`src/rtl/udp_txbuf_pkg.sv`:
```
package udp_txbuf_pkg;

  typedef enum logic [1:0] {
    ST_IDLE,
    ST_PAY,
    ST_PATCH,
    ST_DRAIN
  } txb_state_e;

  localparam logic [7:0]  PROTO_UDP     = 8'd17;
  localparam logic [15:0] UDP_HDR_BYTES = 16'd8;
  localparam int          CSUM_ACC_W    = 32;

  // Fold a 32-bit running sum into 16 bits with end-around carry.
  function automatic logic [15:0] fold_sum(input logic [CSUM_ACC_W-1:0] a);
    logic [16:0] s1;
    logic [16:0] s2;
    s1 = {1'b0, a[15:0]} + {1'b0, a[31:16]};
    s2 = {1'b0, s1[15:0]} + {16'h0, s1[16]};
    return s2[15:0];
  endfunction

  // Final UDP checksum: inverted fold, zero replaced by all-ones.
  function automatic logic [15:0] final_csum(input logic [CSUM_ACC_W-1:0] a);
    logic [15:0] c;
    c = ~fold_sum(a);
    return (c == 16'h0000) ? 16'hFFFF : c;
  endfunction

endpackage

```
`src/rtl/udp_frame_ram.sv`:
```
module udp_frame_ram #(
  parameter int AW = 6,
  parameter int DW = 64
) (
  input  logic          clk,
  input  logic          we,
  input  logic [AW-1:0] waddr,
  input  logic [DW-1:0] wdata,
  input  logic [AW-1:0] raddr,
  output logic [DW-1:0] rdata
);

  localparam int WORDS = 1 << AW;

  logic [DW-1:0] mem [0:WORDS-1];

  always_ff @(posedge clk) begin
    if (we) mem[waddr] <= wdata;
  end

  assign rdata = mem[raddr];

endmodule

```
`src/rtl/udp_csum_acc.sv`:
```
module udp_csum_acc
  import udp_txbuf_pkg::*;
#(
  parameter int DW = 64
) (
  input  logic                  clk,
  input  logic                  rst_n,
  input  logic                  init,
  input  logic [CSUM_ACC_W-1:0] init_val,
  input  logic                  add_en,
  input  logic [DW-1:0]         add_data,
  input  logic [DW/8-1:0]       add_keep,
  output logic [15:0]           csum
);

  localparam int KW = DW / 8;
  localparam int NW = DW / 16;

  logic [DW-1:0]         masked;
  logic [CSUM_ACC_W-1:0] beat_sum;
  logic [CSUM_ACC_W-1:0] acc;

  // Unqualified bytes contribute zero.
  for (genvar b = 0; b < KW; b++) begin : g_mask
    assign masked[b*8 +: 8] = add_keep[b] ? add_data[b*8 +: 8] : 8'h00;
  end

  always_comb begin
    beat_sum = '0;
    for (int w = 0; w < NW; w++) begin
      beat_sum = beat_sum + {{(CSUM_ACC_W-16){1'b0}}, masked[w*16 +: 16]};
    end
  end

  always_ff @(posedge clk or negedge rst_n) begin
    if (!rst_n)      acc <= '0;
    else if (init)   acc <= init_val;
    else if (add_en) acc <= acc + beat_sum;
  end

  assign csum = final_csum(acc);

endmodule

```
`src/rtl/udp_csum_txbuf.sv`:
```
module udp_csum_txbuf
  import udp_txbuf_pkg::*;
#(
  parameter int          DEPTH        = 64,
  parameter logic [15:0] DEF_SRC_PORT = 16'd8080,
  parameter logic [15:0] DEF_DST_PORT = 16'd8080
) (
  input  logic        clk,
  input  logic        rst_n,
  input  logic [31:0] src_ip,
  input  logic [31:0] dst_ip,
  input  logic        src_port_we,
  input  logic [15:0] src_port_in,
  input  logic        dst_port_we,
  input  logic [15:0] dst_port_in,
  input  logic [63:0] in_data,
  input  logic [7:0]  in_keep,
  input  logic        in_last,
  input  logic        in_valid,
  output logic        in_ready,
  input  logic [15:0] in_len,
  output logic [63:0] out_data,
  output logic [7:0]  out_keep,
  output logic        out_last,
  output logic        out_valid,
  input  logic        out_ready,
  output logic [15:0] out_len,
  output logic [7:0]  out_proto
);

  localparam int             DW      = 64;
  localparam int             KW      = DW / 8;
  localparam int             AW      = $clog2(DEPTH);
  localparam logic [AW-1:0]  PTR_ONE = AW'(1);
  localparam logic [AW-1:0]  HDR_ADR = '0;

  txb_state_e    st;
  logic [15:0]   src_cfg, dst_cfg;
  logic [47:0]   hdr_hi;
  logic [15:0]   len_q;
  logic [AW-1:0] wr_ptr, rd_ptr, last_ptr;
  logic [KW-1:0] last_keep;

  logic          start, in_fire, out_fire;
  logic [15:0]   udp_len;
  logic [CSUM_ACC_W-1:0] pseudo_sum;
  logic [15:0]   csum;

  logic          ram_we;
  logic [AW-1:0] ram_waddr;
  logic [DW-1:0] ram_wdata;

  // Port configuration registers.
  always_ff @(posedge clk or negedge rst_n) begin
    if (!rst_n) begin
      src_cfg <= DEF_SRC_PORT;
      dst_cfg <= DEF_DST_PORT;
    end else begin
      if (src_port_we) src_cfg <= src_port_in;
      if (dst_port_we) dst_cfg <= dst_port_in;
    end
  end

  assign in_ready  = (st == ST_PAY);
  assign out_valid = (st == ST_DRAIN);
  assign start     = (st == ST_IDLE) && in_valid;
  assign in_fire   = in_valid && in_ready;
  assign out_fire  = out_valid && out_ready;
  assign udp_len   = in_len + UDP_HDR_BYTES;

  // Pseudo-header plus header words; the checksum field counts as zero.
  assign pseudo_sum = {16'h0, src_ip[31:16]} + {16'h0, src_ip[15:0]}
                    + {16'h0, dst_ip[31:16]} + {16'h0, dst_ip[15:0]}
                    + {24'h0, PROTO_UDP}
                    + {15'h0, udp_len, 1'b0}
                    + {16'h0, src_cfg} + {16'h0, dst_cfg};

  // Frame sequencing.
  always_ff @(posedge clk or negedge rst_n) begin
    if (!rst_n) begin
      st        <= ST_IDLE;
      hdr_hi    <= '0;
      len_q     <= '0;
      wr_ptr    <= '0;
      rd_ptr    <= '0;
      last_ptr  <= '0;
      last_keep <= '0;
    end else begin
      unique case (st)
        ST_IDLE: begin
          if (in_valid) begin
            hdr_hi <= {src_cfg, dst_cfg, udp_len};
            len_q  <= udp_len;
            wr_ptr <= PTR_ONE;
            st     <= ST_PAY;
          end
        end
        ST_PAY: begin
          if (in_fire) begin
            wr_ptr <= wr_ptr + PTR_ONE;
            if (in_last) begin
              last_keep <= in_keep;
              last_ptr  <= wr_ptr;
              st        <= ST_PATCH;
            end
          end
        end
        ST_PATCH: begin
          rd_ptr <= HDR_ADR;
          st     <= ST_DRAIN;
        end
        ST_DRAIN: begin
          if (out_fire) begin
            if (rd_ptr == last_ptr) st <= ST_IDLE;
            else                    rd_ptr <= rd_ptr + PTR_ONE;
          end
        end
        default: st <= ST_IDLE;
      endcase
    end
  end

  // Single RAM write port: header, payload, then the checksum patch.
  always_comb begin
    ram_we    = 1'b0;
    ram_waddr = HDR_ADR;
    ram_wdata = '0;
    if (start) begin
      ram_we    = 1'b1;
      ram_wdata = {src_cfg, dst_cfg, udp_len, 16'h0000};
    end else if ((st == ST_PAY) && in_fire) begin
      ram_we    = 1'b1;
      ram_waddr = wr_ptr;
      ram_wdata = in_data;
    end else if (st == ST_PATCH) begin
      ram_we    = 1'b1;
      ram_wdata = {hdr_hi, csum};
    end
  end

  udp_frame_ram #(.AW(AW), .DW(DW)) u_ram (
    .clk   (clk),
    .we    (ram_we),
    .waddr (ram_waddr),
    .wdata (ram_wdata),
    .raddr (rd_ptr),
    .rdata (out_data)
  );

  udp_csum_acc #(.DW(DW)) u_acc (
    .clk      (clk),
    .rst_n    (rst_n),
    .init     (start),
    .init_val (pseudo_sum),
    .add_en   (in_fire),
    .add_data (in_data),
    .add_keep (in_keep),
    .csum     (csum)
  );

  assign out_last  = out_valid && (rd_ptr == last_ptr);
  assign out_keep  = out_last ? last_keep : {KW{1'b1}};
  assign out_len   = len_q;
  assign out_proto = PROTO_UDP;

endmodule

```
`config.mk`:
```
export PLATFORM = sky130hd
export DESIGN_NAME = udp_csum_txbuf
export DESIGN_NICKNAME = d
export VERILOG_FILES = /design/src/rtl/udp_txbuf_pkg.sv /design/src/rtl/udp_frame_ram.sv /design/src/rtl/udp_csum_acc.sv /design/src/rtl/udp_csum_txbuf.sv
export SDC_FILE = /design/constraint.sdc
export NUM_CORES = 2
export LEC_CHECK = 0
export BUFFER_PORTS_ARGS = -buffer_cell sky130_fd_sc_hd__buf_2
export CELL_PAD_IN_SITES_DETAIL_PLACEMENT = 2
export CELL_PAD_IN_SITES_GLOBAL_PLACEMENT = 2
export CORE_MARGIN = 2
export CORE_UTILIZATION = 46
export CTS_CLUSTER_SIZE = 30
export DETAILED_ROUTE_END_ITERATION = 10
export PLACE_DENSITY_LB_ADDON = 0.12
export SYNTH_ARGS = -nofsm -noshare
export SYNTH_HDL_FRONTEND = slang
export SYNTH_SLANG_ARGS = --single-unit
export TNS_END_PERCENT = 5
```
`constraint.sdc`:
```
create_clock -name clk -period 7.65 [get_ports clk]
set_input_delay 0.3825 -clock clk [delete_from_list [all_inputs] [get_ports clk]]
set_output_delay 0.3825 -clock clk [all_outputs]
set_load 0.02 [all_outputs]
```
==> results of run 1 <==
through the flow:
step / cell area, sq um / hold WS (ns) / setup slack [ns] / instances
after global placement: 179000 / 0.459 / 1.07 / 12431
after floorplan: 169000 / 0.0869 / 0.303 / 7437
cells in the mapped netlist, drive strengths merged (11+ instances only):
| cell type | instances | area, sq um |
|---|---|---|
| xor2 | 35 | 307 |
| clkbuf | 255 | 977 |
| nor2 | 134 | 505 |
| nor3 | 29 | 145 |
| dfrtp | 126 | 3150 |
| nand2 | 266 | 1020 |
| a222oi | 36 | 360 |
| ha | 101 | 1260 |
| a22oi | 13 | 97.6 |
| nand4 | 13 | 81.3 |
| edfxtp | 4096 | 123000 |
| fa | 112 | 2240 |
| nand2b | 12 | 75.1 |
| inv | 228 | 856 |
| buf | 126 | 573 |
| mux4 | 1344 | 30300 |
| dfstp | 14 | 368 |
| xnor2 | 51 | 447 |
| o21ai | 57 | 289 |
| nand3 | 32 | 160 |
| a21oi | 55 | 275 |
| and2 | 56 | 350 |
| a32oi | 11 | 96.3 |
| and3 | 17 | 108 |
| mux2 | 46 | 518 |
| a21o | 17 | 128 |
cells by family after synthesis:
logic type | after synthesis
buf+inv | 610
mux | 1398
flops | 4236
other cells | 2
xor+xnor | 86
simple gates | 611
compound gates | 275
fa+ha+maj | 213
==> impl_summary.log, run 1 <==
[metrics] mean cell area of the mapped netlist: 22.7 sq um
[metrics] count of input and output buffers: 281
[metrics] post-synthesis register bit count: 4236
[metrics] first error message: [ERROR DPL-0033] detailed placement checks failed during check placement.
[metrics] run status: aborted with a tool error
[metrics] Post-Synth XOR/XNOR Area: less than 1%
[metrics] number of core rows: 222
[metrics] count of yosys warnings during synthesis: 0
[metrics] initial core utilization: 46.2%
[metrics] post-DP HPWL: 358 mm
[metrics] Post-synth ARST share: 3.31%
[metrics] Synth Flop Type: sky130_fd_sc_hd__edfxtp_1
[metrics] portion of netlist area occupied by mux cells: 18.3%
[metrics] number of top-level pins: 290
[metrics] overall die height: 610 um
[metrics] Unique masters post-synth: 81
[metrics] combinational family with the most area after synthesis: multiplexers
[metrics] simple logic cell fraction of the synthesized area: 1.68%
[metrics] Last stage: detailed placement (3_5_place_dp)
[metrics] EDFF count, synth: between 4k and 5k
[metrics] final RePlAce weighted congestion: 0.874
[metrics] Adder-Cell Fraction of Synth Area: 2.08%
[metrics] Post-Syn Instances: 7431
[metrics] horizontal extent of the die: 610 um
[metrics] sequential-to-total area share from yosys stat: 74.9%
[metrics] complex-gate fraction of the synthesized area: 1.16%
[metrics] mapped cell area: around 0.17 sq mm
==> inputs of run 2 (changes only) <==
--- a/config.mk
+++ b/config.mk
@@ -6,13 +6,10 @@
 export NUM_CORES = 2
 export LEC_CHECK = 0
 export BUFFER_PORTS_ARGS = -buffer_cell sky130_fd_sc_hd__buf_2
-export CELL_PAD_IN_SITES_DETAIL_PLACEMENT = 2
-export CELL_PAD_IN_SITES_GLOBAL_PLACEMENT = 2
 export CORE_MARGIN = 2
-export CORE_UTILIZATION = 46
-export CTS_CLUSTER_SIZE = 30
+export CORE_UTILIZATION = 35
 export DETAILED_ROUTE_END_ITERATION = 10
-export PLACE_DENSITY_LB_ADDON = 0.12
+export PLACE_DENSITY_LB_ADDON = 0.15
 export SYNTH_ARGS = -nofsm -noshare
 export SYNTH_HDL_FRONTEND = slang
 export SYNTH_SLANG_ARGS = --single-unit
==> constraint.sdc (replaced) <==
create_clock -name clk -period 9.9 [get_ports clk]
set_input_delay 0.495 -clock clk [delete_from_list [all_inputs] [get_ports clk]]
set_output_delay 0.495 -clock clk [all_outputs]
set_load 0.02 [all_outputs]
==> impl_summary.log, run 2 <==
[metrics] biggest regs: u_ram.mem: 4096 flops, hdr_hi: 48 flops, u_acc.acc: 32 flops
[metrics] Post-synth ARST share: 3.31% (unchanged)
[metrics] Hold Violations, Final: 0
[metrics] commonest cells after routing, fill and taps aside: sky130_fd_sc_hd__edfxtp_1 (4096), sky130_fd_sc_hd__mux4_2 (1344), sky130_fd_sc_hd__clkbuf_16 (452), sky130_fd_sc_hd__buf_2 (280), sky130_fd_sc_hd__nand2_1 (243)
[metrics] number of buffers inserted during clock tree synthesis: 449
[metrics] most common cell after layout, fill and taps aside: sky130_fd_sc_hd__edfxtp_1
[metrics] RSZ-0062 raised after global routing: no
[metrics] wire length of the first global-routing pass: 732 mm
[metrics] Internal Power: around 0.037 W
[metrics] post-synthesis register bit count: 4236 (unchanged)
[metrics] ANT nets after route: 1
[metrics] DR vias: roughly 84k
[metrics] Post-Route WL: 540 mm
[metrics] capturing element type of the critical path: flip-flop
[metrics] combinational share of power: 26.9%
[metrics] count of yosys warnings during synthesis: 0 (unchanged)
[metrics] area of the core: between 0.4 and 0.5 sq mm
[metrics] area occupied by multi-input gates: 0.0405 sq mm
[metrics] cell at the root of the clock tree: sky130_fd_sc_hd__clkbuf_16
[metrics] overall die area: 0.488 sq mm
[metrics] count of endpoints failing setup in the final report: 0
[metrics] maximum root-to-sink buffer count: 4
[metrics] sequential-to-total area share from yosys stat: 74.9% (unchanged)
[metrics] net switching power figure: 0.0164 W
[metrics] run status: finished with violations
[metrics] area fraction of the dominant cell type after synthesis: 72.8% (unchanged)
[metrics] area taken by flip-flops and latches: 0.127 sq mm
[metrics] Worst R2R Start: u_acc.acc[16]
[metrics] overall die height: 699 um (+15%)
[metrics] register share of total power: between 40% and 50%
[metrics] fin crit share: roughly two thirds
[metrics] number of flip-flops in the largest register: 4096
[metrics] Slew Limit Headroom: 7.51%
[metrics] Final Total Pwr: 0.0537 W
[metrics] number of core rows: 255 (+15%)
[metrics] mean cell area of the mapped netlist: 22.7 sq um (unchanged)
[metrics] path type of the worst setup path: reg2reg
[metrics] slew of the pin with the lowest slew margin: 1.39 ns
[metrics] number of slew-limit violations in the final report: 0
[metrics] TritonCTS clock tree: yes
[metrics] final-layout fill cell count: 42.3k
[metrics] total of cells resized after clock tree synthesis: 0
[metrics] LEAKAGE: 61.8 nW
[metrics] class of the tightest hold or removal check: in2async
[metrics] final routed DRC violation total: 0
[metrics] mapped cell area: 0.169 sq mm (unchanged)
[metrics] clock slew seen by the registers of the worst setup and hold paths: ~0.070 ns
[metrics] most numerous cell types in the synthesized netlist: sky130_fd_sc_hd__edfxtp_1 (4096), sky130_fd_sc_hd__mux4_2 (1344), sky130_fd_sc_hd__nand2_1 (256)
[metrics] crit path max fanout: 64
[metrics] required time at the worst-slack endpoint: 10.29 ns
[metrics] final core utilization: about two fifths
[metrics] Max Fclk: 0.155 GHz
[metrics] number of iterations in the first detailed-routing pass: 10
[metrics] Synth area leaders: sky130_fd_sc_hd__edfxtp_1 (73%), sky130_fd_sc_hd__mux4_2 (18%), sky130_fd_sc_hd__dfrtp_1 (1.9%)
[metrics] crit path setup slack, layout: 3.45 ns
[metrics] Crit path arrival time: roughly 6.9 ns
[metrics] mean number of vias per cell: 5.60
[metrics] EDFF count, synth: 4096 (unchanged)
[metrics] total routing usage reported by global routing: ~22%
[metrics] worst ir drop on vdd: 215 uV
[metrics] proportion of power drawn by the clock network: 30.6%
[metrics] cell accounting for the most synthesized area: sky130_fd_sc_hd__edfxtp_1
[metrics] GRT overflow: 0
[metrics] initial antenna violation count: 33
[metrics] most numerous cell in the Yosys netlist: sky130_fd_sc_hd__edfxtp_1
[metrics] launching element of the worst setup path: u_acc.acc[16]
[metrics] number of clock sinks: 4236
[metrics] Iteration-0 DRC Markers: 10.8k
[metrics] Layout Nets: 8536
[metrics] fraction of layout cells with a size suffix above 1: 31.7%
[metrics] via count of the first global-routing pass: 85.4k
[metrics] Switching Share: 30.6%
[metrics] Post-Syn Instances: 7431 (unchanged)
[metrics] post-DP HPWL: 294 mm (-18%)
[metrics] startpoint class of the critical path: flip-flop
[metrics] count of input and output buffers: 281 (unchanged)
[metrics] number of top-level pins: 290 (unchanged)
[metrics] average wire per cell in the routed design: 36.1 um
[metrics] final RePlAce weighted congestion: 0.885 (+1.3%)
[metrics] Fin Setup TNS: 0 ns
[metrics] final setup skew: 0.110 ns
[metrics] horizontal extent of the die: 699 um (+15%)
[metrics] power density cells: 276 mW/mm^2
[metrics] min Tclk post-route: between 6 and 7 ns
[metrics] H-tree levels: 5
[metrics] Synth Flop Type: sky130_fd_sc_hd__edfxtp_1
[metrics] violated checks: antenna violations
[metrics] DP Worst Slack: 3.36 ns
[metrics] Area growth syn-to-layout: 15.3%
[metrics] initial core utilization: 35.1% (-11 points)
[metrics] max-cap viol count: 0
[metrics] Biggest register: u_ram.mem
[metrics] pin count of the biggest net entering global routing: 133
[metrics] clock latency reported for the late side of the worst-skew pair: 1.06 ns
[metrics] Unique masters post-synth: 81 (unchanged)
==> run 2: cell counts after synthesis <==
Identical to the previous run, type by type.
==> run 2: cells by family after synthesis <==
kind of cell    after synthesis  share of synthesized area, %
compound gates              275                          1.16
xor+xnor                     86                         0.446
fa+ha+maj                   213                          2.08
buf+inv                     610                          1.43
flops                      4236                          74.9
mux                        1398                          18.3
other cells                   2                       0.00445
simple gates                611                          1.68
==> run 2: path summary, 6_finish.rpt <==
check / cells past startpoint / end / slack [ns]
max in group asynchronous: 3 / hdr_hi[22] / 8.20
min in group clk: 2 / dst_cfg[5] / 0.08
worst min register to register: 2 / hdr_hi[19] / 0.48
worst min-delay path: 2 / hdr_hi[39] / 0.04
worst max-delay path: 21 / u_ram.mem[36][14] / 3.45
worst max register to register: 21 / u_ram.mem[36][14] / 3.45
==> run 2: stage by stage <==
stage / hold slack, ns / std cells / instance area, sq um
after floorplan: 0.199 / 7437 / 169000
after global placement: 0.458 / 14028 / 180000
after detailed placement: 0.463 / 14028 / 180000
after CTS: 0.000515 / 14934 / 195000
after global routing: 0.0444 / 14936 / 195000
final: 0.0408 / 14944 / 195000
==> run 2: power groups by stage <==
stage / combinational, W / sequential [W] / clock (W)
floorplan: 0.00927 / 0.0230 / 0
global placement: 0.0143 / 0.0232 / 0
detailed placement: 0.0145 / 0.0232 / 0
CTS: 0.0146 / 0.0228 / 0.0168
global route: 0.0155 / 0.0229 / 0.0174
finish: 0.0144 / 0.0228 / 0.0164
==> run 2: final cells by class <==
class | count | share of cell area (%)
Sequential cell | 4236 | 65.0
Multi-Input combinational cell | 2591 | 20.8
Clock buffer | 570 | 6.08
Tap cell | 6425 | 4.13
Timing Repair Buffer | 626 | 2.35
Clock inverter | 258 | 1.23
Inverter | 228 | 0.439
Antenna cell | 10 | 0.0128
==> run 2: metal layers <==
metal	wire length, um	up-vias	global-route usage (%)
li1	-	32706	-
met1	230000	46823	30.8
met2	258000	3414	35.1
met3	37500	660	3.66
met4	14500	20	5.45
met5	133	-	0
==> run 2: what timing repair did <==
action                                 CTS  global route
buffers inserted                         0             0
endpoints found under the hold margin  142             0
hold buffers                            78             0
==> run 2: critical path: stages (launching register included) <==
cell and delay (ns):
sky130_fd_sc_hd__dfrtp_1 0.43, sky130_fd_sc_hd__ha_1 0.24, sky130_fd_sc_hd__fa_1 0.43, sky130_fd_sc_hd__a21o_1 0.20, sky130_fd_sc_hd__a221o_2 0.41, sky130_fd_sc_hd__a41oi_1 0.20
sky130_fd_sc_hd__nand2_1 0.15, sky130_fd_sc_hd__o31ai_1 0.35, sky130_fd_sc_hd__nor2b_1 0.08, sky130_fd_sc_hd__o21ai_0 0.15, sky130_fd_sc_hd__nand2b_1 0.08, sky130_fd_sc_hd__ha_1 0.19
sky130_fd_sc_hd__ha_1 0.21, sky130_fd_sc_hd__o211ai_1 0.11, sky130_fd_sc_hd__nor4_1 0.09, sky130_fd_sc_hd__o2111ai_1 0.16, sky130_fd_sc_hd__and3b_2 0.27, sky130_fd_sc_hd__a211oi_1 0.29
sky130_fd_sc_hd__nor2_1 0.13, sky130_fd_sc_hd__o2111ai_4 0.11, sky130_fd_sc_hd__buf_4 0.43, sky130_fd_sc_hd__nand3_2 0.95
(Power assumes the default switching activity.)
